File: src/rtl/tdm_ser_pkg.sv
package tdm_ser_pkg;

    localparam int unsigned CHANS  = 8;
    localparam int unsigned SMP_W  = 32;
    localparam int unsigned POS_W  = 9;
    localparam int unsigned SLOT_W = 3;
    localparam int unsigned BIT_W  = 5;

    typedef enum logic {
        FMT_I2S = 1'b0,
        FMT_TDM = 1'b1
    } fmt_e;

    typedef struct packed {
        logic [POS_W-1:0]  pos;
        logic [SLOT_W-1:0] slot;
        logic [BIT_W-1:0]  bis;
    } frame_pos_t;

    function automatic logic [5:0] slot_bits(input logic [1:0] code);
        case (code)
            2'd0:    return 6'd16;
            2'd1:    return 6'd24;
            default: return 6'd32;
        endcase
    endfunction

    function automatic logic [3:0] slot_count(input fmt_e fmt, input logic [1:0] code);
        if (fmt == FMT_I2S) return 4'd2;
        case (code)
            2'd0:    return 4'd2;
            2'd1:    return 4'd4;
            default: return 4'd8;
        endcase
    endfunction

    function automatic logic [5:0] word_bits(input logic [1:0] code);
        return code[1] ? 6'd32 : 6'd16;
    endfunction

    function automatic logic [POS_W-1:0] frame_len(input fmt_e fmt, input logic [1:0] slots,
                                                   input logic [1:0] sbck);
        return POS_W'(slot_count(fmt, slots)) * POS_W'(slot_bits(sbck));
    endfunction

endpackage

File: src/rtl/tdm_bitclk.sv
module tdm_bitclk #(
    parameter int unsigned DIV_W = 8
) (
    input  logic             clk,
    input  logic             rst,
    input  logic             en,
    input  logic [DIV_W-1:0] div,
    output logic             bck_int,
    output logic             launch
);
    logic [DIV_W-1:0] dcnt;
    logic             wrap;

    assign wrap   = (dcnt == div);
    assign launch = en && wrap && bck_int;

    always_ff @(posedge clk) begin
        if (rst || !en) begin
            dcnt    <= '0;
            bck_int <= 1'b1;
        end else if (wrap) begin
            dcnt    <= '0;
            bck_int <= ~bck_int;
        end else begin
            dcnt <= dcnt + 1'b1;
        end
    end


    fall_edge_chk: assert property (@(posedge clk) disable iff (rst)
        launch |=> !bck_int);

endmodule

File: src/rtl/tdm_framer.sv
module tdm_framer
    import tdm_ser_pkg::*;
(
    input  logic       clk,
    input  logic       rst,
    input  logic       en,
    input  logic       launch,
    input  fmt_e       fmt,
    input  logic [1:0] slots,
    input  logic [1:0] sbck,
    output frame_pos_t fp,
    output logic       frame_tick,
    output logic       step_q
);
    logic             run;
    logic [POS_W-1:0] flen;
    logic [POS_W-1:0] pos_nxt;
    logic [5:0]       sb;

    assign flen       = frame_len(fmt, slots, sbck);
    assign sb         = slot_bits(sbck);
    assign pos_nxt    = (!run || fp.pos >= flen - 1'b1) ? '0 : fp.pos + 1'b1;
    assign frame_tick = launch && (pos_nxt == '0);

    always_ff @(posedge clk) begin
        if (rst || !en) begin
            run <= 1'b0;
            fp  <= '0;
        end else if (launch) begin
            run    <= 1'b1;
            fp.pos <= pos_nxt;
            if (pos_nxt == '0) begin
                fp.slot <= '0;
                fp.bis  <= '0;
            end else if ({1'b0, fp.bis} == sb - 6'd1) begin
                fp.bis  <= '0;
                fp.slot <= fp.slot + 1'b1;
            end else begin
                fp.bis <= fp.bis + 1'b1;
            end
        end
    end

    always_ff @(posedge clk) begin
        if (rst) step_q <= 1'b0;
        else     step_q <= launch;
    end


    pos_range_chk: assert property (@(posedge clk) disable iff (rst)
        run |-> (fp.pos < flen));

endmodule

File: src/rtl/tdm_lane.sv
module tdm_lane
    import tdm_ser_pkg::*;
#(
    parameter int unsigned LANE = 0
) (
    input  logic                    clk,
    input  logic                    rst,
    input  logic                    en,
    input  logic                    step,
    input  fmt_e                    fmt,
    input  logic [1:0]              wlen,
    input  logic                    delay,
    input  logic [2:0]              start_sel,
    input  logic [SLOT_W-1:0]       slot,
    input  logic [BIT_W-1:0]        bis,
    input  logic [CHANS*SMP_W-1:0]  bank,
    output logic                    sdata
);
    logic             lane_on;
    logic [2:0]       ch;
    logic [SMP_W-1:0] word;
    logic [5:0]       wb;
    logic [5:0]       idx;
    logic             bit_now;
    logic             bit_prev;

    assign lane_on = !start_sel[2] && ((fmt == FMT_I2S) || (LANE == 0));
    assign ch      = {start_sel[1:0], 1'b0} + slot;
    assign word    = bank[ch*SMP_W +: SMP_W];
    assign wb      = word_bits(wlen);
    assign idx     = wb - 6'd1 - {1'b0, bis};
    assign bit_now = lane_on && ({1'b0, bis} < wb) && word[idx[4:0]];

    always_ff @(posedge clk) begin
        if (rst || !en) begin
            sdata    <= 1'b0;
            bit_prev <= 1'b0;
        end else if (step) begin
            sdata    <= delay ? bit_prev : bit_now;
            bit_prev <= bit_now;
        end
    end


    lane_idle_chk: assert property (@(posedge clk) disable iff (rst)
        !en |=> (sdata == 1'b0));

endmodule

File: src/rtl/tdm_serializer.sv
module tdm_serializer
    import tdm_ser_pkg::*;
#(
    parameter int unsigned LANES = 4,
    parameter int unsigned DIV_W = 8
) (
    input  logic                   clk,
    input  logic                   rst,
    input  logic                   en,
    input  logic                   cfg_tdm,
    input  logic [1:0]             cfg_wlen,
    input  logic [1:0]             cfg_slot_bck,
    input  logic [1:0]             cfg_slots,
    input  logic [7:0]             cfg_lr_width,
    input  logic                   cfg_delay,
    input  logic                   cfg_bck_inv,
    input  logic                   cfg_lrck_inv,
    input  logic [DIV_W-1:0]       cfg_div,
    input  logic [3*LANES-1:0]     cfg_lane_start,
    input  logic [CHANS*SMP_W-1:0] smp_data,
    input  logic                   smp_valid,
    output logic                   frame_start,
    output logic                   underrun,
    output logic                   bck,
    output logic                   lrck,
    output logic [LANES-1:0]       sdata
);
    fmt_e                   fmt;
    logic                   bck_int;
    logic                   launch;
    logic                   frame_tick;
    logic                   step_q;
    frame_pos_t             fp;
    logic [CHANS*SMP_W-1:0] bank;

    assign fmt = cfg_tdm ? FMT_TDM : FMT_I2S;

    tdm_bitclk #(.DIV_W(DIV_W)) u_clk (
        .clk     (clk),
        .rst     (rst),
        .en      (en),
        .div     (cfg_div),
        .bck_int (bck_int),
        .launch  (launch)
    );

    tdm_framer u_frm (
        .clk        (clk),
        .rst        (rst),
        .en         (en),
        .launch     (launch),
        .fmt        (fmt),
        .slots      (cfg_slots),
        .sbck       (cfg_slot_bck),
        .fp         (fp),
        .frame_tick (frame_tick),
        .step_q     (step_q)
    );

    always_ff @(posedge clk) begin
        if (rst) begin
            bank     <= '0;
            underrun <= 1'b0;
        end else if (frame_tick) begin
            if (smp_valid) bank     <= smp_data;
            else           underrun <= 1'b1;
        end
    end

    always_ff @(posedge clk) begin
        if (rst) frame_start <= 1'b0;
        else     frame_start <= frame_tick;
    end

    always_ff @(posedge clk) begin
        if (rst || !en) begin
            bck  <= ~cfg_bck_inv;
            lrck <= cfg_lrck_inv;
        end else begin
            bck <= bck_int ^ cfg_bck_inv;
            if (step_q) lrck <= (fp.pos <= POS_W'(cfg_lr_width)) ^ cfg_lrck_inv;
        end
    end

    for (genvar g = 0; g < LANES; g++) begin : g_lane
        tdm_lane #(.LANE(g)) u_lane (
            .clk       (clk),
            .rst       (rst),
            .en        (en),
            .step      (step_q),
            .fmt       (fmt),
            .wlen      (cfg_wlen),
            .delay     (cfg_delay),
            .start_sel (cfg_lane_start[3*g +: 3]),
            .slot      (fp.slot),
            .bis       (fp.bis),
            .bank      (bank),
            .sdata     (sdata[g])
        );
    end


    underrun_sticky_chk: assert property (@(posedge clk) disable iff (rst)
        underrun |=> underrun);


    take_strobe_chk: assert property (@(posedge clk) disable iff (rst)
        frame_start |-> $past(en));


    bck_idle_chk: assert property (@(posedge clk) disable iff (rst)
        !en |=> (bck == ~cfg_bck_inv));

endmodule

File: config.mk
export PLATFORM = sky130hd
export DESIGN_NAME = tdm_serializer
export DESIGN_NICKNAME = d
export VERILOG_FILES = /design/src/rtl/tdm_ser_pkg.sv /design/src/rtl/tdm_bitclk.sv /design/src/rtl/tdm_framer.sv /design/src/rtl/tdm_lane.sv /design/src/rtl/tdm_serializer.sv
export SDC_FILE = /design/constraint.sdc
export NUM_CORES = 1
export LEC_CHECK = 0
export BUFFER_PORTS_ARGS = -buffer_cell sky130_fd_sc_hd__buf_4
export CAP_MARGIN = 20
export CORE_MARGIN = 2
export CORE_UTILIZATION = 65
export CTS_BUF_LIST = sky130_fd_sc_hd__clkbuf_4
export DETAILED_ROUTE_END_ITERATION = 10
export PLACE_DENSITY = 0.89
export SYNTH_ARGS = -nofsm -noshare
export SYNTH_HDL_FRONTEND = slang
export SYNTH_HIERARCHICAL = 1
export SYNTH_SLANG_ARGS = --single-unit
File: constraint.sdc
create_clock -name clk -period 12.9 [get_ports clk]
set_clock_uncertainty 0.15 [all_clocks]
set_input_delay 0 -clock clk [delete_from_list [all_inputs] [get_ports clk]]
set_output_delay 0 -clock clk [all_outputs]
set_load 0.1 [all_outputs]
==> results of run 1 <==
## cells by family after synthesis
| kind of cell | count (synthesis) | synth area share |
|---|---|---|
| AOI/OAI and AO/OA | 405 | 0.115 |
| xor gates and xnor gates | 32 | 0.0165 |
| adders and majority gates | 34 | 0.0212 |
| buffers and inverters | 223 | 0.0613 |
| DFF | 296 | 0.285 |
| muxes | 343 | 0.350 |
| and+or+nand+nor | 726 | 0.150 |
## metrics by stage
step / setup slack, ps / utilization / hold WS (ps)
floorplan: 8060 / - / -83.3
global placement: 5720 / 0.718 / 45.5
detailed placement: 5400 / 0.718 / 45.1
## cell usage after synthesis (8+ instances only)
library cell / n
o21ai_0: 16
buf_4: 19
buf_2: 62
xor2_1: 10
dfxtp_1: 295
mux2i_1: 39
a211o_1: 9
nor3b_1: 8
clkbuf_1: 70
nor2_1: 29
mux4_1: 57
nor2b_1: 22
mux4_2: 233
ha_1: 32
xnor2_1: 17
mux2_2: 14
inv_1: 38
nand4_1: 10
nand2_1: 561
nor3_1: 9
a211oi_1: 14
nand3_1: 24
buf_6: 20
a21oi_1: 284
nand2b_1: 12
a31oi_1: 16
==> results.tsv, run 1 <==
stage	metric	value	unit
synth	number of synthesized flops with an enable pin	1	
synth	post-synth top area share	0.284	
clock_network	Post-CTS Resized	0	
clock_network	CTS Buf Count	79	
floorplan	DIE HEIGHT	183	um
status	error message	[ERROR RSZ-0060] Max buffer count reached.	
clock_network	setup bufs post-CTS	0	
synth	main flop type after synthesis	dfxtp_1	
clock_network	H-tree depth	3	
status	outcome	aborted with a tool error	
floorplan	Initial Util	0.659	
placed_design	gp weighted congestion	0.895	
synth	Async S/R FF share, synth	0	
floorplan	I/O pin count	306	
placed_design	DP Cell Count	2598	
clock_network	CTS max path bufs	3	
placed_design	Post-Place Cell Area	0.0227	mm2
floorplan	site row count	65	
floorplan	DIE WIDTH	183	um
synth	post-synth cell types	78	
synth	Syn Nets	2391	
clock_network	CTS sink cnt	296	
synth	YS warnings	6	
placed_design	number of buffer cells added on primary ports	304	
clock_network	Root Buffer	clkbuf_4	
synth	syn avg cell area	10.1	um2
status	Last stage	4_1_cts	
synth	FF+latch count, synth	296	
placed_design	HPWL after detailed placement	41300	um
clock_network	# hold bufs at CTS	547	
synth	top cells by area, synth	dfxtp_1, mux4_2, nand2_1, mux4_1, a21oi_1	
synth	Syn Inst Count	2059	
synth	area of the mapped netlist	0.0208	mm2
synth	dominant cell type by area after synthesis	dfxtp_1	
synth	sequential share of the synthesized area	0.285	
==> run 2, diff against run 1 <==
Settings changed: CORE_UTILIZATION 65 to 40, CTS_BUF_LIST sky130_fd_sc_hd__clkbuf_4 to unset, PLACE_DENSITY 0.89 to unset, PLACE_DENSITY_LB_ADDON set to 0.15.
==> results.tsv, run 2 <==
stage	metric	value	unit
status	outcome	complete, no violations	
sta	setup slack after layout	5480	ps
min_path	HP Start	smp_data[92]	
detailed_routing	via count	18800	
floorplan	CORE AREA	0.0514	mm2
synth	YS warnings	6	
clock_network	CTS sink cnt	296	
sta	Final Hold Viols	0	
clock_network	worst-skew pair later-pin latency	550	ps
global_routing	pin count of the biggest net entering global routing	137	
worst_setup_path	max incr delay on CP	830	ps
layout	layout cells sized above 1	0.255	
pwr	clock network fraction of total power	0.469	
layout	commonest non-fill, non-tap cell in the layout	nand2_1	
layout	max reg flops	256	
synth	number of synthesized flops with an enable pin	1	
worst_setup_path	R2R cell count	12	
clock_network	CTS max path bufs	3	
worst_setup_path	CP max FO	88	
global_routing	number of global-route vias before repair	18500	
synth	Synth Area in Compound Gates	0.115	
pwr	combinational share of power	0.115	
global_routing	initial antenna violation count	0	
synth	Syn Inst Count	2059	
layout	Most flops, register	bank	
sta	setup violators final	0	
synth	post-synth top area share	0.284	
placed_design	number of buffer cells added on primary ports	304	
worst_setup_path	Worst Setup SP	cfg_slot_bck[1]	
synth	FF+latch count, synth	296	
placed_design	pre-CTS setup slack	5920	ps
clock_network	setup bufs post-CTS	0	
pwr	sequential share of power	0.416	
layout	Top Registers	bank x256, u_frm/fp x17, u_clk/dcnt x8	
layout	nets	2916	
clock_network	# hold bufs at CTS	346	
worst_setup_path	reg2reg end	bank[209]	
floorplan	site row count	83	
synth	dominant cell type by area after synthesis	dfxtp_1	
floorplan	DIE WIDTH	232	um
layout	Layout area overhead	33.1	%
synth	post-synth cell types	78	
pwr	leakage power	0.0101	uW
placed_design	HPWL after detailed placement	45800	um
sta	Tcrit/Tclk final	0.575	
floorplan	DIE HEIGHT	232	um
synth	main combinational cell family by area after synthesis	multiplexers	
clock_network	CTS Buf Count	36	
detailed_routing	number of DRC markers in iteration 0	1174	
detailed_routing	post-route ant nets	0	
pwr	peak supply drop	55.2	uV
detailed_routing	drt via density	5.71	
min_path	worst min path class	input port to flip-flop	
synth	Syn Nets	2391	
placed_design	gp weighted congestion	0.831	
job	Max-Cap Viols	0	
sta	TNS Setup	0	ps
worst_setup_path	Worst Setup EP	bank[209]	
sta	Hold WS	90.5	ps
synth	Synth Area in Simple Gates	0.150	
synth	top-count cell post-synth	nand2_1	
clock_network	Root Buffer	clkbuf_16	
placed_design	Post-Place Cell Area	0.0230	mm2
layout	Design Area, Final	0.0277	mm2
synth	Async S/R FF share, synth	0	
sta	fmax	0.135	GHz
worst_setup_path	Worst Path Required	13240	ps
synth	main flop type after synthesis	dfxtp_1	
sta	Worst Tran Pin Value	1060	ps
synth	top cells by area, synth	dfxtp_1, mux4_2, nand2_1, mux4_1, a21oi_1	
pwr	Int Pwr	1690	uW
layout	Antenna diodes	0	
global_routing	first-pass GRT wire length	105000	um
synth	Post-Synth XOR/XNOR Area	0.0165	
pwr	Sw Pwr	515	uW
detailed_routing	Initial DRT Pass Iterations	5	
sta	post-route minimum period	7420	ps
sta	RSZ-0062 raised after global routing	false	
synth	proportion of synthesized area in mux cells	0.350	
floorplan	I/O pin count	306	
worst_setup_path	CP Class	input port to flip-flop	
layout	commonest non-fill, non-tap cells in the layout	nand2_1, dlygate4sd3_1, buf_4	
worst_setup_path	most frequent CP cell	ha_1	
detailed_routing	drt wl/cell	21.0	um
clock_network	Post-CTS Resized	0	
detailed_routing	DR DRC count	0	
clock_network	H-tree depth	2	
clock_network	Worst-path clk slew	50	ps
synth	Synth Area in Adders	0.0212	
clock_network	CTS tree	yes	
synth	syn avg cell area	10.1	um2
detailed_routing	Routed WL	69000	um
global_routing	total gr overflow	0	
worst_setup_path	CP endpoint kind	flip-flop	
sta	Slew Limit Fails	0	
floorplan	DIE AREA	0.0539	mm2
synth	area of the mapped netlist	0.0208	mm2
floorplan	Initial Util	0.405	
worst_setup_path	CP Launch Type	input port	
pwr	power per cell area	79.5	mW/mm2
pwr	switching part of the total	0.234	
worst_setup_path	Arrival @ worst endpoint	7760	ps
synth	sequential share of the synthesized area	0.285	
worst_setup_path	Max stage delay cell, worst path	buf_4	
synth	Post-synth top cells	nand2_1, dfxtp_1, a21oi_1, mux4_2, clkbuf_1	
worst_setup_path	R2R Setup Slk	7280	ps
sta	Slew headroom	0.294	
worst_setup_path	worst r2r src	u_clk/dcnt[4]	
global_routing	gr usage total	0.252	
-- run 2: cell families (layout without fill, tap and decap cells) --
family / Yosys count / in the layout
and+or+nand+nor: 726 / 726
AOI/OAI and AO/OA: 405 / 405
muxes: 343 / 343
DFF: 296 / 296
buffers and inverters: 223 / 771
adders and majority gates: 34 / 34
xor gates and xnor gates: 32 / 32
-- run 2: layer usage --
metal / GRT usage / vias to the layer above / part of all wire
met5: 0 / - / 0
met4: 0.0944 / 0 / 0.034
met3: 0.0365 / 116 / 0.053
met2: 0.436 / 607 / 0.50
met1: 0.319 / 9301 / 0.42
li1: - / 8759 / -
-- run 2: power by group through the flow --
stage	Sequential (uW)	Combinational [uW]	Clock (uW)
after floorplan	942	75.2	0
after global placement	937	182	0
after detailed placement	937	184	0
after CTS	917	251	1050
after global routing	917	268	1090
final	917	253	1030
-- run 2: final cells by class --
type	count	area (um2)
inverter	38	143
clock buffer	48	1010
fill	4558	23700
multi-input combinational	1540	13600
clock inverter	13	168
tap	680	851
timing repair buffer	672	5950
sequential	296	5950
-- run 2: critical path, delay by kind of cell --
kind / cells / cell delay (ps)
AO/OA/AOI/OAI: 2 / 400
XOR/XNOR: 3 / 440
adder cells (fa/ha/maj): 6 / 1820
buffers and inverters: 6 / 2200
AND/OR/NAND/NOR: 9 / 2810
-- run 2: through the flow --
step           utilization  power (uW)  cells
2_1_floorplan            -        1020   2059
3_3_place_gp         0.448        1120   2879
3_5_place_dp         0.448        1120   2879
4_1_cts              0.538        2220   3286
5_1_grt              0.539        2270   3287
6_report             0.539        2200   3287
-- run 2: worst min-delay path by stage --
stage / end / slack [ps] / cells past startpoint
after global placement: bck / 50 / 2
after CTS: bank[9] / 70 / 4
after global routing: bank[104] / 100 / 4
final: bank[92] / 90 / 4
after detailed placement: bck / 50 / 2
after floorplan: u_frm/step_q / -80 / 1
(Power assumes the default switching activity.)
==> run 3, diff against run 2 <==
Clock period 12.9 ns to 7.1 ns, I/O delays scaled along.
==> results.tsv, run 3 (synthesis gave the netlist of run 2 again) <==
stage	metric	value	unit
status	outcome	complete, no violations	
layout	Post-Layout Cell Count	3353	
worst_setup_path	CP endpoint kind	flip-flop	
detailed_routing	DR DRC count	0	
sta	RSZ-0062 raised after global routing	false	
clock_network	CTS max path bufs	3	
layout	FILL cells	4479	
clock_network	worst-skew pair later-pin latency	560	ps
layout	max reg flops	256	
global_routing	gr usage total	0.257	
sta	Final Hold Viols	0	
sta	post-route minimum period	6590	ps
pwr	power per cell area	143	mW/mm2
layout	Top Registers	bank x256, u_frm/fp x17, u_clk/dcnt x8	
layout	commonest non-fill, non-tap cell in the layout	nand2_1	
global_routing	pin count of the biggest net entering global routing	149	
clock_network	Root Buffer	clkbuf_16	
worst_setup_path	most frequent CP cell	ha_1	
clock_network	Worst-path clk slew	60	ps
detailed_routing	number of DRC markers in iteration 0	1414	
detailed_routing	drt wl/cell	20.9	um
sta	TNS Setup	0	ps
clock_network	Post-CTS Resized	0	
placed_design	number of buffer cells added on primary ports	304	
detailed_routing	via count	19100	
detailed_routing	post-route ant nets	0	
pwr	leakage power	0.0105	uW
job	Max-Cap Viols	0	
floorplan	site row count	83	
detailed_routing	Initial DRT Pass Iterations	5	
floorplan	DIE WIDTH	232	um
worst_setup_path	CP Launch Type	input port	
worst_setup_path	CP Class	input port to flip-flop	
placed_design	DP Cell Count	2883	
floorplan	I/O pin count	306	
min_path	hold path cells	6	
worst_setup_path	stages on the worst setup path	26	
floorplan	DIE HEIGHT	232	um
placed_design	pre-CTS setup slack	1150	ps
worst_setup_path	CP bufs+invs	6	
floorplan	CORE AREA	0.0514	mm2
worst_setup_path	Arrival @ worst endpoint	6940	ps
worst_setup_path	CP max FO	24	
clock_network	CTS sink cnt	296	
clock_network	setup bufs post-CTS	0	
pwr	peak supply drop	132	uV
layout	layout cells sized above 1	0.253	
clock_network	CTS Buf Count	36	
worst_setup_path	max incr delay on CP	610	ps
worst_setup_path	Max stage delay cell, worst path	nor4_2	
global_routing	initial antenna violation count	0	
worst_setup_path	Top delay family on crit path	simple AND/OR/NAND/NOR gates	
min_path	worst min path class	input port to flip-flop	
global_routing	total gr overflow	0	
layout	area of the multi-input gates	0.0136	mm2
placed_design	gp weighted congestion	0.822	
layout	Layout area overhead	36.6	%
sta	fmax	0.152	GHz
global_routing	number of global-route vias before repair	19200	
sta	Worst Tran Pin Value	1050	ps
clock_network	CTS tree	yes	
layout	Most flops, register	bank	
floorplan	DIE AREA	0.0539	mm2
layout	FF/Latch Area	0.00595	mm2
worst_setup_path	Worst Path Required	7450	ps
sta	Slew Limit Fails	0	
sta	Slew headroom	0.301	
floorplan	Initial Util	0.405	
sta	setup slack after layout	515	ps
worst_setup_path	R2R cell count	8	
detailed_routing	Routed WL	70000	um
placed_design	HPWL after detailed placement	46500	um
clock_network	H-tree depth	2	
sta	Tcrit/Tclk final	0.928	
sta	Hold WS	28.9	ps
sta	setup violators final	0	
detailed_routing	drt via density	5.71	
global_routing	first-pass GRT wire length	107000	um
layout	nets	2977	
layout	commonest non-fill, non-tap cells in the layout	nand2_1, dlygate4sd3_1, buf_4	
==> run 3: changes by cell type in the layout (fill, tap and decap cells not counted), sizes merged <==
cell,before,now
buf,325,328
clkbuf,49,53
clkinv,8,5
clkinvlp,0,1
diode,0,1
dlygate4sd3,346,404
inv,39,41
==> run 3: layout make-up <==
cell class / count / share of cell area
sequential: 296 / 0.209
timing repair buffer: 733 / 0.232
antenna: 1 / 0.0000880
tap: 680 / 0.0299
clock buffer: 52 / 0.0374
clock inverter: 13 / 0.00642
multi-input combinational: 1540 / 0.480
inverter: 38 / 0.00502
==> run 3: timing repair <==
action,4_1_cts,5_1_grt
endpoints found under the setup margin,0,0
hold buffers,404,0
hold endpoints to repair,284,0
==> run 3: worst paths after layout <==
check / from / slack [ps] / end
max: cfg_slot_bck[1] / 510 / bank[197]
min: cfg_div[1] / 30 / u_frm/fp[0]
max reg2reg: u_frm/fp[5] / 2460 / g_lane[3].u_lane/sdata
min reg2reg: underrun / 330 / underrun
==> run 3: routing by layer <==
| metal | up-vias | global-route usage | routed length (um) |
|---|---|---|---|
| met1 | 9428 | 0.324 | 28400 |
| met2 | 673 | 0.435 | 34100 |
| met3 | 145 | 0.0456 | 4540 |
| li1 | 8896 | - | - |
| met5 | - | 0 | 0 |
| met4 | 0 | 0.111 | 2980 |
==> run 3: metrics by stage <==
| stage | area, um2 | util | total power, uW |
|---|---|---|---|
| 3_3_place_gp | 23100 | 0.450 | 2030 |
| 5_1_grt | 28400 | 0.553 | 4210 |
| 3_5_place_dp | 23100 | 0.450 | 2040 |
| 2_1_floorplan | 20800 | - | 1850 |
| 4_1_cts | 28400 | 0.553 | 4110 |
| 6_report | 28400 | 0.553 | 4080 |
==> run 3: worst min-delay path: cells and delay by family <==
| kind | cells | cell delay (ps) |
|---|---|---|
| XOR/XNOR | 1 | 60 |
| buffers and inverters | 2 | 280 |
| AO/OA/AOI/OAI | 1 | 160 |
| AND/OR/NAND/NOR | 2 | 160 |
==> run 3: where the power goes <==
group	total [uW]	switching (uW)	internal [uW]
logic	462	198	264
clock network	1950	760	1190
registers	1670	2.53	1660
